**config.mk**
```make
export PLATFORM = sky130hd
export DESIGN_NAME = irq_hub_top
export DESIGN_NICKNAME = d
export VERILOG_FILES = /design/src/rtl/irq_hub_pkg.sv /design/src/rtl/irq_hub_ctrl.sv /design/src/rtl/irq_hub_core.sv /design/src/rtl/irq_hub_top.sv
export SDC_FILE = /design/constraint.sdc
export NUM_CORES = 1
export LEC_CHECK = 0
export BUFFER_PORTS_ARGS = -buffer_cell sky130_fd_sc_hd__clkbuf_2
export CORE_ASPECT_RATIO = 1.1
export CORE_MARGIN = 5
export CORE_UTILIZATION = 60
export CTS_CLUSTER_DIAMETER = 30
export DETAILED_ROUTE_END_ITERATION = 7
export HOLD_SLACK_MARGIN = 0.03
export PLACE_DENSITY_LB_ADDON = 0.15
export SETUP_SLACK_MARGIN = 0.1
export SLEW_MARGIN = 15
export SYNTH_ARGS = -nofsm -noshare
export SYNTH_HDL_FRONTEND = slang
export SYNTH_SLANG_ARGS = --single-unit
```
**constraint.sdc**
```tcl
create_clock -name clk -period 16.1 [get_ports clk]
set_input_delay 0.805 -clock clk [delete_from_list [all_inputs] [get_ports clk]]
set_output_delay 0.805 -clock clk [all_outputs]
set_load 0.02 [all_outputs]
```
**src/rtl/irq_hub_pkg.sv**
```systemverilog
package irq_hub_pkg;
  localparam int ADDR_W = 8;
  localparam int IDX_W  = 4;
  localparam int PRIO_W = 2;

  localparam logic [3:0] GRP_PRIO  = 4'd0;
  localparam logic [3:0] GRP_EN    = 4'd1;
  localparam logic [3:0] GRP_THR   = 4'd2;
  localparam logic [3:0] GRP_CLAIM = 4'd3;
  localparam logic [3:0] GRP_SW    = 4'd4;
  localparam logic [3:0] GRP_PEND  = 4'd5;
  localparam logic [3:0] GRP_CLR   = 4'd6;

  typedef enum logic [2:0] {
    RD_NONE, RD_PRIO, RD_EN, RD_THR, RD_CLAIM, RD_SW, RD_PEND
  } rdSel_e;

  // Strobes from the decoder to the datapath
  typedef struct packed {
    logic             prioWe;
    logic             enWe;
    logic             thrWe;
    logic             swWe;
    logic             cfgClr;
    logic             claimRd;
    logic             complWe;
    rdSel_e           rdSel;
    logic [IDX_W-1:0] idx;
  } hubStrobe_t;
endpackage

```
**src/rtl/irq_hub_ctrl.sv**
```systemverilog
module irq_hub_ctrl
  import irq_hub_pkg::*;
#(
  parameter int NUM_SRC = 8,
  parameter int NUM_TGT = 2
) (
  input  logic              regWe,
  input  logic              regRe,
  input  logic [ADDR_W-1:0] regAddr,
  output hubStrobe_t        stb
);
  logic [3:0]       grp;
  logic [IDX_W-1:0] idx;
  logic             srcOk, tgtOk;

  assign grp   = regAddr[7:4];
  assign idx   = regAddr[IDX_W-1:0];
  assign srcOk = (idx != '0) && (32'(idx) < NUM_SRC);
  assign tgtOk = 32'(idx) < NUM_TGT;

  always_comb begin
    stb         = '0;
    stb.idx     = idx;
    stb.rdSel   = RD_NONE;
    stb.prioWe  = regWe && grp == GRP_PRIO  && srcOk;
    stb.enWe    = regWe && grp == GRP_EN    && tgtOk;
    stb.thrWe   = regWe && grp == GRP_THR   && tgtOk;
    stb.swWe    = regWe && grp == GRP_SW    && tgtOk;
    stb.complWe = regWe && grp == GRP_CLAIM && tgtOk;
    stb.cfgClr  = regWe && grp == GRP_CLR;
    stb.claimRd = regRe && grp == GRP_CLAIM && tgtOk;
    if (regRe) begin
      unique case (grp)
        GRP_PRIO:  stb.rdSel = srcOk ? RD_PRIO  : RD_NONE;
        GRP_EN:    stb.rdSel = tgtOk ? RD_EN    : RD_NONE;
        GRP_THR:   stb.rdSel = tgtOk ? RD_THR   : RD_NONE;
        GRP_CLAIM: stb.rdSel = tgtOk ? RD_CLAIM : RD_NONE;
        GRP_SW:    stb.rdSel = tgtOk ? RD_SW    : RD_NONE;
        GRP_PEND:  stb.rdSel = RD_PEND;
        default:   stb.rdSel = RD_NONE;
      endcase
    end
  end
endmodule

```
**src/rtl/irq_hub_core.sv**
```systemverilog
module irq_hub_core
  import irq_hub_pkg::*;
#(
  parameter int NUM_SRC = 8,
  parameter int NUM_TGT = 2,
  parameter int DATA_W  = 32
) (
  input  logic               clk,
  input  logic               rstN,
  input  logic [NUM_SRC-1:0] srcIn,
  input  hubStrobe_t         stb,
  input  logic [DATA_W-1:0]  wdata,
  output logic [DATA_W-1:0]  rdata,
  output logic [NUM_TGT-1:0] irqOut,
  output logic [NUM_TGT-1:0] swIrqOut
);
  localparam int ID_W  = $clog2(NUM_SRC);
  localparam int TGT_W = (NUM_TGT > 1) ? $clog2(NUM_TGT) : 1;

  logic [PRIO_W-1:0]  prioQ [NUM_SRC];
  logic [NUM_SRC-1:0] enQ   [NUM_TGT];
  logic [PRIO_W-1:0]  thrQ  [NUM_TGT];
  logic [NUM_SRC-1:0] pendQ, claimedQ, pendNext, claimedNext;
  logic [NUM_SRC-1:0] claimMask, complMask;
  logic [NUM_TGT-1:0] swQ, irqQ, anyElig;
  logic [NUM_TGT-1:0][ID_W-1:0] winId;

  logic [TGT_W-1:0] tgt;
  logic [ID_W-1:0]  srcIdx, claimId, complId;
  logic             complHit;

  assign tgt    = stb.idx[TGT_W-1:0];
  assign srcIdx = stb.idx[ID_W-1:0];

  // Per-target arbitration: highest priority, lowest ID on a tie
  for (genvar t = 0; t < NUM_TGT; t++) begin : g_tgt
    logic [NUM_SRC-1:0] elig;
    logic [ID_W-1:0]    win;
    always_comb begin
      logic [PRIO_W-1:0] bestP;
      bestP   = '0;
      win     = '0;
      elig[0] = 1'b0;
      for (int i = NUM_SRC - 1; i >= 1; i--) begin
        elig[i] = pendQ[i] && enQ[t][i] && (prioQ[i] > thrQ[t]);
        if (elig[i] && prioQ[i] >= bestP) begin
          bestP = prioQ[i];
          win   = ID_W'(i);
        end
      end
    end
    assign winId[t]   = win;
    assign anyElig[t] = |elig;
  end

  assign claimId  = winId[tgt];
  assign complId  = wdata[ID_W-1:0];
  assign complHit = stb.complWe && (wdata != '0) &&
                    (wdata < DATA_W'(NUM_SRC)) && claimedQ[complId];

  always_comb begin
    claimMask = '0;
    complMask = '0;
    if (stb.claimRd && claimId != '0) claimMask[claimId] = 1'b1;
    if (complHit) complMask[complId] = 1'b1;
    pendNext    = (pendQ | (srcIn & ~claimedQ & ~NUM_SRC'(1))) & ~claimMask;
    claimedNext = (claimedQ | claimMask) & ~complMask;
  end

  always_ff @(posedge clk or negedge rstN) begin
    if (!rstN) begin
      pendQ    <= '0;
      claimedQ <= '0;
      irqQ     <= '0;
    end else begin
      pendQ    <= pendNext;
      claimedQ <= claimedNext;
      irqQ     <= anyElig;
    end
  end

  // Configuration state, cleared as a group
  always_ff @(posedge clk or negedge rstN) begin
    if (!rstN) begin
      for (int i = 0; i < NUM_SRC; i++) prioQ[i] <= '0;
      for (int t = 0; t < NUM_TGT; t++) begin
        enQ[t]  <= '0;
        thrQ[t] <= '0;
      end
      swQ <= '0;
    end else if (stb.cfgClr) begin
      for (int i = 0; i < NUM_SRC; i++) prioQ[i] <= '0;
      for (int t = 0; t < NUM_TGT; t++) begin
        enQ[t]  <= '0;
        thrQ[t] <= '0;
      end
      swQ <= '0;
    end else begin
      if (stb.prioWe) prioQ[srcIdx] <= wdata[PRIO_W-1:0];
      if (stb.enWe)   enQ[tgt]      <= wdata[NUM_SRC-1:0];
      if (stb.thrWe)  thrQ[tgt]     <= wdata[PRIO_W-1:0];
      if (stb.swWe)   swQ[tgt]      <= wdata[0];
    end
  end

  always_comb begin
    unique case (stb.rdSel)
      RD_PRIO:  rdata = DATA_W'(prioQ[srcIdx]);
      RD_EN:    rdata = DATA_W'(enQ[tgt]);
      RD_THR:   rdata = DATA_W'(thrQ[tgt]);
      RD_CLAIM: rdata = DATA_W'(claimId);
      RD_SW:    rdata = DATA_W'(swQ[tgt]);
      RD_PEND:  rdata = DATA_W'(pendQ);
      default:  rdata = '0;
    endcase
  end

  assign irqOut   = irqQ;
  assign swIrqOut = swQ;
endmodule

```
**src/rtl/irq_hub_top.sv**
```systemverilog
module irq_hub_top
  import irq_hub_pkg::*;
#(
  parameter int NUM_SRC = 8,
  parameter int NUM_TGT = 2,
  parameter int DATA_W  = 32
) (
  input  logic               clk,
  input  logic               rstN,
  input  logic [NUM_SRC-1:0] srcIn,
  input  logic               regWe,
  input  logic               regRe,
  input  logic [ADDR_W-1:0]  regAddr,
  input  logic [DATA_W-1:0]  regWdata,
  output logic [DATA_W-1:0]  regRdata,
  output logic [NUM_TGT-1:0] irqOut,
  output logic [NUM_TGT-1:0] swIrqOut
);
  hubStrobe_t stb;

  irq_hub_ctrl #(.NUM_SRC(NUM_SRC), .NUM_TGT(NUM_TGT)) u_ctrl (
    .regWe  (regWe),
    .regRe  (regRe),
    .regAddr(regAddr),
    .stb    (stb)
  );

  irq_hub_core #(.NUM_SRC(NUM_SRC), .NUM_TGT(NUM_TGT), .DATA_W(DATA_W)) u_core (
    .clk     (clk),
    .rstN    (rstN),
    .srcIn   (srcIn),
    .stb     (stb),
    .wdata   (regWdata),
    .rdata   (regRdata),
    .irqOut  (irqOut),
    .swIrqOut(swIrqOut)
  );
endmodule

```
# Word-level counts from Yosys, hierarchy flattened
# Cells that the tools add are included.
[op_classes]
n_lt_le_gt_ge = 40
bitwise = 10
n_reduce_logical = 75
n_mux = 75
eq_ne = 12
[op_table]
columns = ["operator", "n"]
rows = [
  ["$logic_and 1x1->1", 65],
  ["$mux 16", 4],
  ["$mux 3", 19],
  ["$mux 8", 6],
  ["$pmux 8 s6", 1],
  ["$mux 2", 23],
  ["$bwmux 16", 2],
  ["$lt 32x4->1 const B", 1],
  ["$reduce_bool 32->1", 1],
  ["$gt 2x2->1", 14],
  ["$and 8x8->8", 3],
  ["$ge 2x2->1", 12],
  ["$not 8->8", 3],
  ["$pmux 3 s6", 1],
  ["$or 8x8->8", 2],
  ["$reduce_or 7->1", 2],
  ["$eq 4x3->1 const B", 3],
  ["$eq 3x3->1 const B", 3],
  ["$demux 8 s1", 1],
  ["$eq 4x2->1 const B", 2],
  ["$lt 3x4->1 const B", 2],
  ["$mux 4", 2],
  ["$reduce_bool 2->1", 4],
  ["$mux 1", 7],
  ["other kinds (26)", 29],
]
[word_totals]
word_cells = 228
out_inout_bits = 36
input_bits = 52
reg_bits = 56

# Longest topological paths before layout
# Gate-level depths: netlist (run 1).
[depth]
ltp_word = 31
mapped_depth = 44
ltp_nobuf = 44

# Hierarchy
# From an unflattened synthesis (run 1), not the netlist that was laid out.
[unflattened]
cells_unflattened = 590
hier_area_um2 = 5067.4
[by_module_without_submodules]
columns = ["mod", "n_inst", "cells_per_inst", "seq_area_each_um2", "area_per_inst_um2"]
rows = [
  ["irq_hub_core", 1, 556, 1376.3, 4832.1],
  ["irq_hub_ctrl", 1, 34, 0.0, 235.2],
]

# Least setup slack after synthesis (run 1)
# No wires, ideal clock.
[synth_timing]
path_type = "reg2out"
start = "register u_core.thrQ[3] (netlist name)"
end = "output port regRdata[1]"
stages_incl_launch_ff = 43
setup_slack_ns = 6.389
n_path_buf = 0
required_ns = 15.295
t_arrival_ns = 8.906
cell_sequence = "dfrtp_1 -> inv_1 -> ha_1 -> nor2b_1 -> o211ai_1 -> nor2_1 -> ha_1 -> nand2b_1 -> a21oi_1 -> or2_1 -> mux2_4 -> ha_1 -> nand2b_1 -> nand2b_1 -> a2111oi_0 -> a31oi_1 -> nand2_1 -> mux2_2 -> [7 not listed] -> nand2b_1 -> or2_2 -> o2111ai_1 -> nor3_1 -> nor2_1 -> mux2_4 -> ha_1 -> nand2b_1 -> a21oi_1 -> nor2_1 -> mux2_2 -> ha_1 -> nand2b_1 -> a21oi_1 -> o21bai_1 -> nor4b_2 -> nor3_2 -> o21ai_0"
[synth_between]
elab_chain_cells = 25
elab_cells_between_ends = 46
cone_classes = "order compare: 13; mux: 19; reduce/logical: 14"
[synth_rtl]
columns = ["item", "line", "rtl"]
rows = [
  ["start, declared", "irq_hub_core.sv:22", "logic [PRIO_W-1:0] thrQ [NUM_TGT];"],
  ["start signal, assigned by index", "irq_hub_core.sv:101", "if (stb.thrWe) thrQ[tgt] <= wdata[PRIO_W-1:0];"],
  ["$gt 2x2->1", "irq_hub_core.sv:45", "elig[i] = pendQ[i] && enQ[t][i] && (prioQ[i] > thrQ[t]);"],
  ["$logic_and 1x1->1", "irq_hub_core.sv:45", ""],
  ["$logic_and 1x1->1", "irq_hub_core.sv:46", "if (elig[i] && prioQ[i] >= bestP) begin"],
  ["$mux 2", "irq_hub_core.sv:46", ""],
  ["$ge 2x2->1", "irq_hub_core.sv:46", ""],
  ["$logic_and 1x1->1", "irq_hub_core.sv:46", ""],
  ["$mux 2", "irq_hub_core.sv:46", ""],
  ["$ge 2x2->1", "irq_hub_core.sv:46", ""],
  ["[8 not listed]", "n/a", ""],
  ["$ge 2x2->1", "irq_hub_core.sv:46", ""],
  ["$logic_and 1x1->1", "irq_hub_core.sv:46", ""],
  ["$mux 2", "irq_hub_core.sv:46", ""],
  ["$ge 2x2->1", "irq_hub_core.sv:46", ""],
  ["$logic_and 1x1->1", "irq_hub_core.sv:46", ""],
  ["$mux 3", "irq_hub_core.sv:46", ""],
  ["$mux 3 (implied by the code) (2 in series)", "irq_hub_core.sv:56", "assign claimId = winId[tgt];"],
  ["$pmux 8 s6 (*)", "irq_hub_core.sv:107", "unique case (stb.rdSel)"],
  ["end, declared", "irq_hub_top.sv:15", "output logic [DATA_W-1:0] regRdata,"],
]
# Mark *: on every way between the ends. The rest lies on a longest branch, timed or not. The select of a mux whose other input is x is not followed.

# Worst setup path in the final report (run 1)
# Ends and elaborated chain as after synthesis.

==> results of run 1 <==
## synth_stat cells, types with 3 or more instances
| cell type | n | area (µm²) |
|---|---|---|
| nand2b_1 | 21 | 131 |
| mux2i_1 | 25 | 250 |
| mux2_2 | 4 | 45.0 |
| nor4_1 | 6 | 37.5 |
| o21ai_0 | 27 | 135 |
| nand4_1 | 7 | 43.8 |
| o221a_1 | 4 | 45.0 |
| inv_1 | 24 | 90.1 |
| buf_4 | 24 | 180 |
| clkbuf_1 | 21 | 78.8 |
| a21oi_1 | 42 | 210 |
| nor4b_1 | 3 | 26.3 |
| nor2b_1 | 17 | 106 |
| or2_2 | 3 | 18.8 |
| ha_1 | 46 | 576 |
| dfrtp_1 | 56 | 1400 |
| nand2_1 | 74 | 278 |
| o2111a_1 | 4 | 45.0 |
| o21a_1 | 3 | 22.5 |
| and2_1 | 7 | 43.8 |
| o211ai_1 | 3 | 22.5 |
| nor3_1 | 9 | 45.0 |
| nor2_1 | 59 | 221 |
| nand3_1 | 19 | 95.1 |
| o22ai_1 | 4 | 25.0 |
| a211oi_1 | 4 | 30.0 |
| and3_1 | 5 | 31.3 |
| o2111ai_1 | 11 | 96.3 |
| nor3_2 | 3 | 30.0 |
| mux2_4 | 6 | 90.1 |
## state kept, by name (all words and copies together) (netlist names)
register and count:
u_core.irqOut 2, u_core.thrQ 4, u_core.claimedQ 8, u_core.enQ 16
u_core.swIrqOut 2, u_core.pendQ 8, u_core.prioQ 16
## metrics by stage
step                      power, mW  setup slack (ns)  hold slack [ns]  instance area [µm²]
after CTS                     0.286              4.92            0.392                 5420
after detailed placement      0.201              5.31            0.368                 5330
after global placement        0.198              5.55            0.369                 5330
after global routing          0.300              4.12            0.411                 5420
final                         0.284              4.81            0.387                 5420
after floorplan               0.186              6.39            0.428                 5130
## where the power goes
| group | internal, mW | switching (mW) | leakage [nW] |
|---|---|---|---|
| combinational | 0.0176 | 0.0327 | 1.71 |
| sequential | 0.143 | 0.00452 | 0.743 |
| clock | 0.0354 | 0.0505 | 0.0516 |
| total | 0.197 | 0.0877 | 2.50 |
## area by class of cell
| cell class | instances | area [µm²] |
|---|---|---|
| clock buffers | 6 | 82.6 |
| multi-input cells | 495 | 3370 |
| clock inverters | 2 | 13.8 |
| fillers | 718 | 2850 |
| inverters | 24 | 90.1 |
| flip-flops and latches | 56 | 1400 |
| well taps | 111 | 139 |
| repair buffers | 64 | 325 |
## cell families (layout without fill, tap and decap cells)
| kind of cell | after synthesis | count (layout) | share of synthesized area [%] |
|---|---|---|---|
| multiplexers | 37 | 37 | 8.54 |
| AO/OA/AOI/OAI | 136 | 136 | 19.6 |
| flip-flops | 56 | 56 | 27.8 |
| other | 1 | 24 | 0.0744 |
| AND/OR/NAND/NOR | 252 | 252 | 25.5 |
| adder cells (fa/ha/maj) | 46 | 46 | 11.4 |
| buffers and inverters | 71 | 96 | 7.07 |
## critical path: cells and delay by family (launching register included)
| kind | cells | cell delay, ns |
|---|---|---|
| muxes | 5 | 1.76 |
| and+or+nand+nor | 18 | 3.14 |
| buffers and inverters | 2 | 0.51 |
| adders and majority gates | 7 | 1.97 |
| AOI/OAI and AO/OA | 11 | 2.42 |
| DFF | 1 | 0.41 |
## routing by layer
| layer | GRT usage (%) | up-vias |
|---|---|---|
| li1 | - | 2220 |
| met5 | 0 | - |
| met1 | 35.3 | 2226 |
| met3 | 4.59 | 32 |
| met4 | 9.20 | 0 |
| met2 | 45.6 | 180 |
## final timing paths
path                                  from            endpoint  slack (ns)  cells after the start
max                         u_core.thrQ[3]         regRdata[1]        4.81                     43
min                        u_core.pendQ[0]     u_core.pendQ[0]        0.39                      0
max reg2reg                 u_core.thrQ[3]     u_core.pendQ[5]        5.67                     44
min reg2reg                u_core.pendQ[0]     u_core.pendQ[0]        0.39                      0
max in group asynchronous             rstN  u_core.claimedQ[1]       14.99                      2
min in group asynchronous             rstN    u_core.irqOut[0]        0.59                      2
==> metrics.txt, run 1 <==
setup repair bufs after CTS 0; Hold-fix buffers, CTS 0; Layout Skew ~0.015 ns; routed len/inst roughly 18 µm; fin. max-slew vios 0; H-tree depth 2; Fmax 0.0886 GHz; routed wire length 13,600 µm; Worst-Margin Slew 1.09 ns; crit path max fanout 8; largest net degree at the start of global routing 57; vias post-DR 4,658; WL met3 921 µm; Crit-path slowest cell nor4b_2; CTS clk-pin slew, worst paths 0.10 ns; delay of the slowest cell on the worst path 0.46 ns; DR WL met2 6640 µm; Setup crit end kind primary output; Mapped Cells ~600; WS Path Type register to primary output; number of flops mapped to enable cells by yosys 0; Core Util, Final 65.5%; Port Buffers 62; Finished Layout Cells 758; number of global-route vias before repair 4,627; Die ar. 0.0103 mm²; Peak VDD IR 0.0000390 V; Tcrit/Tclk final 70.1%; MaxCap Viol Count 0; CTS Sinks 56; Yosys reg bits 56; Starting Density 60.9%; Core Area a little over 0.008 mm²; register area share after synthesis 27.8%; Final Hold Viols 0; slew margin rel. 27.0%; clock tree buffer depth 2; first-pass GRT wire length 22,800 µm; status completed; Nets around 740; Vert. Die Dim between 100 and 150 µm; Worst setup SP type register; DRT met1 WL 5680 µm; setup TNS 0 ns; commonest non-fill, non-tap cell in the layout nand2_1; Final setup viols 0; RSZ-0062 raised after global routing no; worst-skew pair later-pin latency 0.32 ns; yosys warns 0; Synth Cell Area 0.00504 mm²; min Tclk post-route 11.29 ns; Die X around 97 µm; GP Congestion 0.927; Mapped Avg Cell Area 8.42 µm²; Vias/cell 6.15; Final ANT Viol Nets 0; post-detail-place hpwl about 11,000 µm; row cnt 35; initial antenna violation count 0; Critical Path RT ~15 ns; LEAKAGE 2.50 nW; commonest cells after routing, fill and taps aside nand2_1, clkbuf_2, nor2_1; Critical Path AT 10.48 ns; TritonCTS clock tree built; layout cells sized above 1 17.0%; gr usage total 27.1%; Synth Flop Type dfrtp_1; Pwr Density 52.4 mW/mm²; total CTS buffers 5; Residual DRC 0; Synth-to-Final Area Change 7.54%; DRT iter0 DRCs 277; DP Cell Count 750; Post-synth ARST share 100%; post-CTS sizing 0; drt pass-1 iters 5; clk root buf clkbuf_8; I/O pin count 88; Hold Crit Class register to register; # diodes 0; max layer used met4; GRT overflow 0; synth unique cells 70
Note: power is estimated with default switching activity, not from simulation.
==> inputs of run 2 (changes only) <==
--- a/config.mk
+++ b/config.mk
@@ -8,7 +8,7 @@
 export BUFFER_PORTS_ARGS = -buffer_cell sky130_fd_sc_hd__clkbuf_2
 export CORE_ASPECT_RATIO = 1.1
 export CORE_MARGIN = 5
-export CORE_UTILIZATION = 60
+export CORE_UTILIZATION = 58
 export CTS_CLUSTER_DIAMETER = 30
 export DETAILED_ROUTE_END_ITERATION = 7
 export HOLD_SLACK_MARGIN = 0.03
==> constraint.sdc (replaced) <==
create_clock -name clk -period 11.5 [get_ports clk]
set_input_delay 0.575 -clock clk [delete_from_list [all_inputs] [get_ports clk]]
set_output_delay 0.575 -clock clk [all_outputs]
set_load 0.02 [all_outputs]
==> metrics.txt, run 2 (synthesis results as in run 1) <==
Layout Skew 0.0138 ns (was 0.0145 ns); commonest cells after routing, fill and taps aside nand2_1, clkbuf_2, nor2_1 (unchanged); final worst-path setup slack 0.734 ns (was 4.81 ns); Power, Total 398 µW (was 284 µW); LEAKAGE 2.51 nW (was 2.50 nW); drt pass-1 iters 5 (unchanged); H-tree depth 2 (unchanged); worst reg2reg path startpoint u_core.thrQ[3] (unchanged); Nets 747 (was 744); sw power 123 µW (was 87.7 µW); largest net degree at the start of global routing 57 (unchanged); Reg2Reg Setup Slack 1.34 ns (was 5.67 ns); CTS Sinks 56 (unchanged); WS Path Type register to primary output (unchanged); combinational power share 17.8% (was 17.7%); Final ANT Viol Nets 0 (unchanged); RSZ-0062 raised after global routing no (unchanged); TritonCTS clock tree built (unchanged); # diodes 0 (unchanged); Critical Path RT 10.93 ns (was 15.29 ns); Worst-Margin Slew 1.05 ns (was 1.09 ns); sequential power share 51.9% (was 52.1%); Worst setup SP type register (unchanged); clk root buf clkbuf_8 (unchanged); Crit-path slowest cell nor4b_2 (unchanged); Pwr Density 73.1 mW/mm² (was 52.4 mW/mm²); worst r2r dst u_core.pendQ[5] (unchanged); Vert. Die Dim 108 µm (was 106 µm); clock tree buffer depth 2 (unchanged); setup TNS 0 ns (unchanged); Final Hold Viols 0 (unchanged); GP Congestion 0.919 (was 0.927); post-detail-place hpwl 10,400 µm (was 10,500 µm); layout cells sized above 1 17.7% (was 17.0%); Core Util, Final 64.5% (was 65.5%); MaxCap Viol Count 0 (unchanged); DRT iter0 DRCs 228 (was 277); vias post-DR 4,641 (was 4,658); Fmax 0.0929 GHz; first-pass GRT wire length 21,900 µm (was 22,800 µm); Starting Density 59.7% (was 60.9%); Die ar. 0.0107 mm² (was 0.0103 mm²); Synth-to-Final Area Change 8.11% (was 7.54%); slew margin rel. 29.7% (was 27.0%); min Tclk post-route 10.77 ns; GRT overflow 0 (unchanged); routed len/inst 17.6 µm (was 17.9 µm); worst slack, placed 1.05 ns (was 5.31 ns); reg2reg path depth 45 (was 44); number of global-route vias before repair 4,441 (was 4,627); Die X 98.9 µm (was 97.4 µm); Fillers 743 (was 718); crit path max fanout 8 (unchanged); commonest non-fill, non-tap cell in the layout nand2_1 (unchanged); Hold-fix buffers, CTS 0 (unchanged); worst-skew pair later-pin latency 0.32 ns (about the same); Core Area 0.00845 mm² (was 0.00828 mm²); I/O pin count 88 (unchanged); Hold Crit Class input pin to asynchronous set/reset pin (was register to register); Pint 275 µW (was 197 µW); total CTS buffers 5 (unchanged); area of the multi-input gates 0.00338 mm² (was 0.00337 mm²); Port Buffers 62 (unchanged); initial antenna violation count 0 (unchanged); switching part of the total 30.9% (about the same); CTS clk-pin slew, worst paths 0.11 ns (was 0.10 ns); Tcrit/Tclk final 93.6%; largest registers u_core.enQ: 16 flops, u_core.prioQ: 16 flops (unchanged); row cnt 35 (unchanged); routed wire length 13,400 µm (was 13,600 µm); Final setup viols 0 (unchanged); fin. max-slew vios 0 (unchanged); status completed (unchanged); sequential cell area 0.00140 mm² (unchanged); Setup crit end kind primary output (unchanged); delay of the slowest cell on the worst path 0.43 ns (was 0.46 ns); Residual DRC 0 (unchanged); gr usage total 25.5% (was 27.1%); Critical Path AT 10.19 ns (was 10.48 ns); Clk pwr share 30.3% (was 30.2%); Peak VDD IR 0.0000531 V (was 0.0000390 V); Vias/cell 6.10 (was 6.15)
[run 2: changes by cell type in the layout (fill, tap and decap cells not counted), sizes merged]
cell and delta:
buf +3
[run 2: worst max-delay path, delay by kind of cell (launching register included)]
family / cells / cell delay [ns]
AND/OR/NAND/NOR: 18 / 2.96
AO/OA/AOI/OAI: 11 / 2.41
adder cells (fa/ha/maj): 7 / 1.95
multiplexers: 5 / 1.67
buffers and inverters: 3 / 0.47
flip-flops: 1 / 0.40
[run 2: worst max path at each step]
stage,depth (start not counted),startpoint,slack [ns],end
floorplan,42,u_core.thrQ[3],2.02,regRdata[1]
global placement,45,u_core.thrQ[3],1.36,regRdata[0]
detailed placement,45,u_core.thrQ[3],1.05,regRdata[0]
CTS,45,u_core.thrQ[3],0.68,regRdata[0]
global route,45,u_core.thrQ[3],0.08,regRdata[0]
finish,44,u_core.thrQ[3],0.73,regRdata[1]
[run 2: power groups by stage]
stage / sequential, mW / clock (mW) / combinational [mW]
3_3_place_gp: 0.210 / 0 / 0.0677
3_5_place_dp: 0.211 / 0 / 0.0705
6_report: 0.207 / 0.121 / 0.0709
4_1_cts: 0.207 / 0.121 / 0.0707
5_1_grt: 0.207 / 0.131 / 0.0800
2_1_floorplan: 0.209 / 0 / 0.0518
[run 2: timing repair]
item                                    in CTS  in global routing
endpoints found under the setup margin       0                  2
buffers inserted                             0                  1
gates resized for setup                      0                  2
[run 2: layout make-up]
type,instances,area share [%]
inverters,24,1.65
well taps,111,2.55
clock buffers,6,1.51
flip-flops and latches,56,25.7
repair buffers,67,6.38
multi-input cells,495,61.9
clock inverters,2,0.252
[run 2: layer usage]
layer  global-route usage (%)  up-vias  share of wire [%]
li1                         -     2235                  -
met1                     34.0     2214                 44
met2                     42.1      168                 48
met3                     3.95       24                5.8
met4                     8.39        0                2.4
met5                        0        -                  0
[run 2: through the flow]
step                area (µm²)  hold slack, ns  cells
finish                    5450           0.368    761
global route              5450           0.418    761
CTS                       5440           0.393    760
detailed placement        5340           0.368    752
global placement          5340           0.370    752
floorplan                 5130           0.279    622
==> inputs of run 3 (changes only) <==
--- a/config.mk
+++ b/config.mk
@@ -5,10 +5,11 @@
 export SDC_FILE = /design/constraint.sdc
 export NUM_CORES = 1
 export LEC_CHECK = 0
+export ABC_AREA = 1
 export BUFFER_PORTS_ARGS = -buffer_cell sky130_fd_sc_hd__clkbuf_2
 export CORE_ASPECT_RATIO = 1.1
 export CORE_MARGIN = 5
-export CORE_UTILIZATION = 58
+export CORE_UTILIZATION = 57
 export CTS_CLUSTER_DIAMETER = 30
 export DETAILED_ROUTE_END_ITERATION = 7
 export HOLD_SLACK_MARGIN = 0.03
==> metrics.txt, run 3 <==
status completed (unchanged); Hold-fix buffers, CTS 0 (unchanged); routed wire length 13,600 µm (was 13,400 µm); Port Buffers 62 (unchanged); Vias/cell 5.64 (was 6.10); Peak VDD IR 0.0000762 V (was 0.0000531 V); post-detail-place hpwl 11,000 µm (was 10,400 µm); Reg2Reg Setup Slack 4.30 ns (was 1.34 ns); commonest cells after routing, fill and taps aside nand2_1, inv_1, clkbuf_2 (was nand2_1, clkbuf_2, nor2_1); Crit path top cell by count nand2_1; Tcrit/Tclk final 70.4% (was 93.6%); first-pass GRT wire length 22,300 µm (was 21,900 µm); Worst setup SP type register (unchanged); gr usage total 26.2% (was 25.5%); Synth-to-Final Area Change 8.75% (was 8.11%); Nets 864 (was 747); Die X 98.6 µm (was 98.9 µm); largest registers u_core.enQ: 16 flops, u_core.prioQ: 16 flops (unchanged); H-tree depth 2 (unchanged); Worst-Margin Slew 0.730 ns (was 1.05 ns); clock tree buffer depth 2 (unchanged); post-synth top area cell dfrtp_1 (unchanged); Synth Flop Type dfrtp_1 (unchanged); clk root buf clkbuf_8 (unchanged); DRT iter0 DRCs 317 (was 228); Fmax 0.124 GHz (was 0.0929 GHz); GP Congestion 0.916 (was 0.919); LEAKAGE 2.76 nW (was 2.51 nW); routed len/inst 15.5 µm (was 17.6 µm); number of global-route vias before repair 4,873 (was 4,441); Critical Path AT 7.52 ns (was 10.19 ns); TritonCTS clock tree built (unchanged); worst r2r dst u_core.claimedQ[6] (was u_core.pendQ[5]); Setup crit end kind primary output (unchanged); CTS Sinks 56 (unchanged); vias post-DR 4,955 (was 4,641); RSZ-0062 raised after global routing no (unchanged); Synth top area share 28.5% (was 27.8%); worst reg2reg path startpoint u_core.thrQ[2] (was u_core.thrQ[3]); setup TNS 0 ns (unchanged); reg2reg path depth 45 (unchanged); Synth area leaders dfrtp_1, nand2_1, ha_1 (was dfrtp_1, ha_1, nand2_1); worst slack, placed 3.82 ns (was 1.05 ns); commonest non-fill, non-tap cell in the layout nand2_1 (unchanged); Placed Area 0.00525 mm² (was 0.00534 mm²); Yosys reg bits 56 (unchanged); largest net degree at the start of global routing 57 (unchanged); WS Path Type register to primary output (unchanged); Pwr Density 118 mW/mm² (was 73.1 mW/mm²); fin. max-slew vios 0 (unchanged); Core Area 0.00841 mm² (was 0.00845 mm²); Starting Density 58.5% (was 59.7%); CTS clk-pin slew, worst paths 0.10 ns (was 0.11 ns); I/O pin count 88 (unchanged); row cnt 35 (unchanged); post-CTS sizing 0 (unchanged); drt pass-1 iters 5 (unchanged); Crit-path slowest cell dfrtp_1 (was nor4b_2); total CTS buffers 5 (unchanged); Mapped Cells 706 (was 599); min Tclk post-route 8.09 ns (was 10.77 ns); final worst-path setup slack 3.41 ns (was 0.734 ns); initial antenna violation count 0 (unchanged); Final setup viols 0 (unchanged); Fillers 786 (was 743); layout cells sized above 1 14.9% (was 17.7%); Vert. Die Dim 107 µm (was 108 µm); crit path max fanout 9 (was 8); register area share after synthesis 28.5% (was 27.8%); # diodes 0 (unchanged); yosys warns 0 (unchanged); GRT overflow 0 (unchanged); delay of the slowest cell on the worst path 0.68 ns (was 0.43 ns); Post-synth ARST share 100% (unchanged); Residual DRC 0 (unchanged); setup repair bufs after CTS 0 (unchanged); Critical Path RT 10.93 ns (about the same); count leader, synth nand2_1 (unchanged); Final Hold Viols 0 (unchanged); MaxCap Viol Count 0 (unchanged); commonest cells in the synthesized netlist nand2_1, inv_1, nor2_1 (was nand2_1, nor2_1, dfrtp_1); fin area 0.00535 mm² (was 0.00545 mm²); slew margin rel. 51.3% (was 29.7%); Core Util, Final 63.6% (was 64.5%); Die ar. 0.0106 mm² (was 0.0107 mm²); Mapped Avg Cell Area 6.97 µm² (was 8.42 µm²); Layout Skew 0.00835 ns (was 0.0138 ns); Power, Total 630 µW (was 398 µW); synth unique cells 41 (was 70); Final ANT Viol Nets 0 (unchanged); number of flops mapped to enable cells by yosys 0 (unchanged); Synth Cell Area 0.00492 mm² (was 0.00504 mm²); Hold Crit Class input pin to asynchronous set/reset pin (unchanged); worst-skew pair later-pin latency 0.32 ns (about the same)
run 3: changes by cell type after synthesis, sizes merged, moves of 12 or more:
cell,before,now
clkbuf,21,9
mux2i,25,0
nand3,19,36
nand4,7,20
nor2b,20,0
nand2,74,169
o21ai,27,53
o2111ai,14,1
a21oi,42,30
o22ai,4,28
nand2b,22,0
inv,24,113
run 3: per-layer routing:
| metal | track usage, % | vias up | routed length, µm |
|---|---|---|---|
| met3 | 3.69 | 39 | 997 |
| li1 | - | 2433 | - |
| met5 | 0 | - | 0 |
| met2 | 44.7 | 229 | 6510 |
| met1 | 32.7 | 2254 | 5610 |
| met4 | 12.0 | 0 | 479 |
run 3: worst max path at each step:
| stage | start | to | slack, ns |
|---|---|---|---|
| floorplan | u_core.thrQ[3] | regRdata[2] | 4.65 |
| global placement | u_core.thrQ[3] | regRdata[2] | 4.04 |
| detailed placement | u_core.thrQ[3] | regRdata[2] | 3.82 |
| CTS | u_core.thrQ[3] | regRdata[2] | 3.47 |
| global route | u_core.thrQ[1] | regRdata[2] | 2.69 |
| finish | u_core.thrQ[2] | regRdata[2] | 3.41 |
run 3: power breakdown:
group | internal [mW] | leakage [nW] | switching, mW
clock | 0.0506 | 0.0493 | 0.0709
sequential | 0.222 | 0.681 | 0.0234
combinational | 0.0903 | 2.03 | 0.173
run 3: worst max-delay path, delay by kind of cell (launching register included):
family	cells	cell delay, ns
adders and majority gates	7	2.10
DFF	1	0.68
AOI/OAI and AO/OA	13	2.14
and+or+nand+nor	18	1.75
buffers and inverters	6	0.53
run 3: cell families (layout without fill, tap and decap cells):
kind of cell / after synthesis / after routing / share of synthesized area, %
AO/OA/AOI/OAI: 143 / 143 / 17.5
other: 1 / 24 / 0.0762
flip-flops: 56 / 56 / 28.5
buffers and inverters: 148 / 186 / 13.1
AND/OR/NAND/NOR: 312 / 312 / 29.2
adder cells (fa/ha/maj): 46 / 46 / 11.7
run 3: stage by stage:
stage	hold slack, ns	std cells
floorplan	0.279	729
global placement	0.383	870
detailed placement	0.373	870
CTS	0.399	878
global route	0.420	878
finish	0.393	878
run 3: final cells by class:
class / instances / area (µm²) / share of cell area, %
Timing Repair Buffer: 63 / 318 / 5.94
Inverter: 115 / 432 / 8.07
Clock buffer: 6 / 82.6 / 1.54
Clock inverter: 2 / 18.8 / 0.351
Sequential cell: 56 / 1400 / 26.2
Multi-Input combinational cell: 525 / 2960 / 55.3
Tap cell: 111 / 139 / 2.60
